<file path="src/rtl/cc_pkg.sv">
package cc_pkg;

    localparam int CC_W   = 4;
    localparam int BASE_N = 1 << (CC_W - 1);
    localparam int CMD_W  = 3;

    typedef enum logic [CMD_W-1:0] {
        CMD_NONE  = 3'd0,
        CMD_CPL_C = 3'd1,
        CMD_CLR_C = 3'd2,
        CMD_SET_C = 3'd3,
        CMD_CLR_D = 3'd4,
        CMD_SET_D = 3'd5
    } flag_cmd_e;

    typedef struct packed {
        logic ovf;
        logic cry;
        logic zer;
        logic sgn;
        logic par;
    } flags_t;

    typedef struct packed {
        logic cry;
        logic dir;
    } ctl_flags_t;

endpackage

</file>
<file path="src/rtl/cc_base_eval.sv">
module cc_base_eval
    import cc_pkg::*;
(
    input  flags_t             flags_i,
    output logic [BASE_N-1:0]  base_o
);

    logic lt_signed;

    always_comb begin
        lt_signed = flags_i.sgn ^ flags_i.ovf;
    end

    // One base test per even code; index is code bits 3:1.
    for (genvar g = 0; g < BASE_N; g++) begin : g_base
        always_comb begin
            unique case (g)
                0:       base_o[g] = flags_i.ovf;
                1:       base_o[g] = flags_i.cry;
                2:       base_o[g] = flags_i.zer;
                3:       base_o[g] = flags_i.cry | flags_i.zer;
                4:       base_o[g] = flags_i.sgn;
                5:       base_o[g] = flags_i.par;
                6:       base_o[g] = lt_signed;
                default: base_o[g] = flags_i.zer | lt_signed;
            endcase
        end
    end

endmodule

</file>
<file path="src/rtl/cc_select.sv">
module cc_select
    import cc_pkg::*;
(
    input  logic [CC_W-1:0]    cc_i,
    input  logic [BASE_N-1:0]  base_i,
    output logic               true_o
);

    logic [CC_W-2:0] pair_idx;
    logic            invert;

    always_comb begin
        pair_idx = cc_i[CC_W-1:1];
        invert   = cc_i[0];
        true_o   = base_i[pair_idx] ^ invert;
    end

endmodule

</file>
<file path="src/rtl/flag_cmd_reg.sv">
module flag_cmd_reg
    import cc_pkg::*;
(
    input  logic              clk_i,
    input  logic              rst_ni,
    input  logic [CMD_W-1:0]  cmd_i,
    output ctl_flags_t        state_o
);

    ctl_flags_t state_d, state_q;

    always_comb begin
        state_d = state_q;
        case (cmd_i)
            CMD_CPL_C: state_d.cry = ~state_q.cry;
            CMD_CLR_C: state_d.cry = 1'b0;
            CMD_SET_C: state_d.cry = 1'b1;
            CMD_CLR_D: state_d.dir = 1'b0;
            CMD_SET_D: state_d.dir = 1'b1;
            default:   state_d     = state_q;
        endcase
    end

    always_ff @(posedge clk_i) begin
        if (!rst_ni) begin
            state_q <= '0;
        end else begin
            state_q <= state_d;
        end
    end

    assign state_o = state_q;

endmodule

</file>
<file path="src/rtl/cc_unit.sv">
module cc_unit
    import cc_pkg::*;
(
    input  logic              clk_i,
    input  logic              rst_ni,
    input  logic [CC_W-1:0]   cc_i,
    input  logic              flag_of_i,
    input  logic              flag_cf_i,
    input  logic              flag_zf_i,
    input  logic              flag_sf_i,
    input  logic              flag_pf_i,
    output logic              cond_true_o,
    input  logic [CMD_W-1:0]  flag_cmd_i,
    output logic              carry_o,
    output logic              dir_o
);

    flags_t             flags;
    logic [BASE_N-1:0]  base;
    ctl_flags_t         ctl;

    always_comb begin
        flags.ovf = flag_of_i;
        flags.cry = flag_cf_i;
        flags.zer = flag_zf_i;
        flags.sgn = flag_sf_i;
        flags.par = flag_pf_i;
    end

    cc_base_eval u_base (
        .flags_i (flags),
        .base_o  (base)
    );

    cc_select u_sel (
        .cc_i   (cc_i),
        .base_i (base),
        .true_o (cond_true_o)
    );

    flag_cmd_reg u_flags (
        .clk_i   (clk_i),
        .rst_ni  (rst_ni),
        .cmd_i   (flag_cmd_i),
        .state_o (ctl)
    );

    assign carry_o = ctl.cry;
    assign dir_o   = ctl.dir;

endmodule

</file>
<file path="config.mk">
export PLATFORM = sky130hd
export DESIGN_NAME = cc_unit
export DESIGN_NICKNAME = d
export VERILOG_FILES = /design/src/rtl/cc_pkg.sv /design/src/rtl/cc_base_eval.sv /design/src/rtl/cc_select.sv /design/src/rtl/flag_cmd_reg.sv /design/src/rtl/cc_unit.sv
export SDC_FILE = /design/constraint.sdc
export NUM_CORES = 1
export LEC_CHECK = 0
export ABC_AREA = 1
export BUFFER_PORTS_ARGS = -buffer_cell sky130_fd_sc_hd__buf_2
export CORE_AREA = 2 2 39 41
export DETAILED_ROUTE_END_ITERATION = 10
export DIE_AREA = 0 0 41 43
export GPL_ROUTABILITY_DRIVEN = 0
export PLACE_DENSITY_LB_ADDON = 0.05
export SYNTH_ARGS = -nofsm -noshare
export SYNTH_HDL_FRONTEND = slang
export SYNTH_HIERARCHICAL = 1
export SYNTH_SLANG_ARGS = --single-unit
</file>
<file path="constraint.sdc">
create_clock -name clk_i -period 0.8 [get_ports clk_i]
set_clock_uncertainty 0.1 [all_clocks]
set_input_delay 0 -clock clk_i [delete_from_list [all_inputs] [get_ports clk_i]]
set_output_delay 0 -clock clk_i [all_outputs]
set_load 0.02 [all_outputs]
</file>
==> reports/summary.md <==
## Run status
- **outcome** finished, violations left
- **violated checks** negative hold slack, negative setup slack

## Timing
- **setup slack after layout** -0.122 ns
- **fmax** 1.08 GHz
- **Tmin final** 0.922 ns
- **minimum hold slack** -0.0103 ns
- **final worst path period share** 1.15
- **slew at the pin closest to its max-slew limit** 0.120 ns
- **number of failing hold endpoints at the final stage** 1
- **final setup violation count** 1
- **Max Transition Viols Final** 0
- **max_slew headroom** 0.920
- **Final TNS setup** -0.122 ns
- **RSZ-0062 raised after global routing** yes

## Route
- **first drt pass iteration count** 4
- **number of nets still failing antenna checks after routing** 0
- **remaining routing DRC violations** 0
- **Initial DRC Count** 2
- **Total Routed Length** 691 microns
- **detailed-route via count** 374
- **WL per Instance** 7.59 microns
- **Via-to-Cell Ratio** 4.11

## Synthesis
- **cell area after technology mapping** 305 sq um
- **mean cell area of the mapped netlist** 5.17 sq um
- **register area share after synthesis** 0.131
- **leading area contributor after synthesis** nand2_1
- **Area contributors post-synth** nand2_1, inv_1, buf_4
- **Yosys reg bits** 2
- **Mapped Cells** 59
- **synthesis warning total** 6
- **fraction of post-synthesis cell area in the top cell type by area** 0.209
- **count of distinct cell types in the synthesized netlist** 11
- **Syn Nets** 73

## Global routing
- **most congested layer reported by global routing** met2
- **GR met3 Demand/Resource** 0.0471
- **antenna violations before repair** 0
- **vias in the first global route** 360
- **maximum number of pins on one net before global-route repair** 6
- **first-pass GRT wire length** 1260 microns
- **overall routing resource usage** 0.111
- **met1 track utilization from global routing** 0.102
- **Global Route met2 Usage** 0.172
- **total overflow reported by the global router** 0

## Layout
- **share of post-route cells with drive strength above 1** 0.480
- **Filler Cell Count** 172
- **post-route insts no fill** 91
- **diode insertion count for antenna repair** 0
- **Area Overhead vs Synth** 55.3%
- **flip-flop count of the largest register, all copies and words added** 2
- **nets** 91
- **most used cells in the layout excluding fill and tap cells** nand2_1, inv_1, buf_2, nand3_2, buf_6

## Floorplan
- **num ports** 17
- **core region area** 0.00138 sq mm
- **initial cell density of the core** 0.221
- **overall die width** 41 microns
- **DIE HEIGHT** 43 microns
- **total number of placement rows** 14
- **total die area** 0.00176 sq mm

## Pwr
- **Max rail drop VDD** 0.597 mV
- **switching share of power** 0.314
- **cell leakage power** 0.303 nW
- **relative contribution of the clock network to total power** 0.417
- **cell-internal power** 0.380 mW
- **Cell Pwr Density** 1170 mW/mm^2
- **Switch Pwr** 0.174 mW
- **combinational share of power** 0.378
- **power share of the sequential group** 0.205
- **total design power** 0.554 mW

## Worst setup path
- **CP max stage delay** 0.21 ns
- **kind of capture point of the worst setup path** output port
- **arrival time of data at the critical path endpoint** 0.82 ns
- **Critical Path RT** 0.70 ns
- **maximum net fanout on the critical path** 2
- **critical path launch point type** input pin
- **classification of the worst setup path** input pin to output port
- **cell with the largest stage delay on the worst path** or2_1
- **sequence of cells on the critical path** buf_6 > or2_1 > inv_1 > nand2_1 > nand3_2 > nand3_2 > nand2_1 > nand2_1 > nand2_2 > buf_6
- **number of buffers and inverters on the critical path** 3
- **CP dominant cell by count** nand2_1
- **family with the most delay on the worst path** simple AND/OR/NAND/NOR gates

## Min path
- **min-delay worst type** input pin to register

## Placed design
- **DP HPWL** 549 microns
- **input/output buffers** 16
- **Placed Cells incl. Taps** 87

## Clock tree
- **# clock sinks** 2
- **insertion delay to the later sink of the worst-skew pair** 0.22 ns
- **TritonCTS Buffers** 3
- **library cell used as clock root buffer** clkbuf_4
- **clock-pin slew reported for the worst setup and hold paths after clock tree synthesis** 0.04 ns
- **clock tree from TritonCTS** done
- **CTS H-Tree Depth** 1
- **Clock Tree Buf Depth** 2

## Job
- **Max-Cap Viols** 0

[worst paths after layout]
path	startpoint	endpoint	slack, ns	depth (start not counted)
max	flag_cf_i	cond_true_o	-0.12	10
min	flag_cmd_i[2]	u_flags/state_o[0]	-0.01	3
max reg2reg	u_flags/state_o[1]	u_flags/state_o[1]	0.03	3
min reg2reg	u_flags/state_o[0]	u_flags/state_o[0]	0.39	2
[cells in the mapped netlist]
library cell and number:
a21oi_1 2, nand3_2 2, nand3_1 7, nand2_1 17
buf_4 6, nand4_1 1, or2_1 1, nor2_1 3
dfxtp_1 2, inv_1 16, inv_2 2
[cells by family after synthesis]
| logic type | share of synthesized area |
|---|---|
| simple gates | 0.467 |
| compound gates | 0.0328 |
| buf+inv | 0.369 |
| flops | 0.131 |
[final cells by class]
class | instances | area, sq um | share of cell area
clock buffers | 3 | 22.5 | 0.0475
inverters | 18 | 67.6 | 0.142
repair buffers | 19 | 141 | 0.298
well taps | 16 | 20.0 | 0.0422
multi-input cells | 33 | 180 | 0.380
flip-flops and latches | 2 | 42.5 | 0.0897
[metal layers]
layer,part of all wire,vias up
met5,0,-
met4,0,0
met3,0.067,0
met2,0.57,11
met1,0.37,164
li1,-,199
[power groups by stage]
stage          sequential [mW]  clock (mW)  combinational, mW
6_report                 0.114       0.231              0.209
2_1_floorplan            0.121           0              0.109
4_1_cts                  0.114       0.249              0.198
3_5_place_dp             0.113           0              0.169
5_1_grt                  0.115       0.255              0.236
3_3_place_gp             0.113           0              0.170
[per-stage QoR]
stage | hold slack, ns | worst slack, ns | util | area [sq um]
after CTS | -0.0293 | -0.155 | 0.325 | 449
final | -0.0103 | -0.122 | 0.343 | 474
after floorplan | 0.0139 | 0.0254 | - | 309
after global placement | 0.142 | -0.215 | 0.274 | 379
after global routing | 0.00892 | -0.209 | 0.343 | 474
after detailed placement | 0.141 | -0.222 | 0.274 | 379
[worst register-to-register path, cell delays in order, from the launching register on]
cell and delay [ns]:
dfxtp_2 0.34, nand4_1 0.11, nand2_1 0.07, nor2_1 0.04
[what timing repair did]
action                                  4_1_cts  5_1_grt
hold buffers                                  1        0
hold endpoints to repair                      2        0
pin swaps                                     7        4
endpoints found under the setup margin        3        3
resized for setup                            10        9
setup buffers                                 0        0
Note: power is estimated with default switching activity, not from simulation.
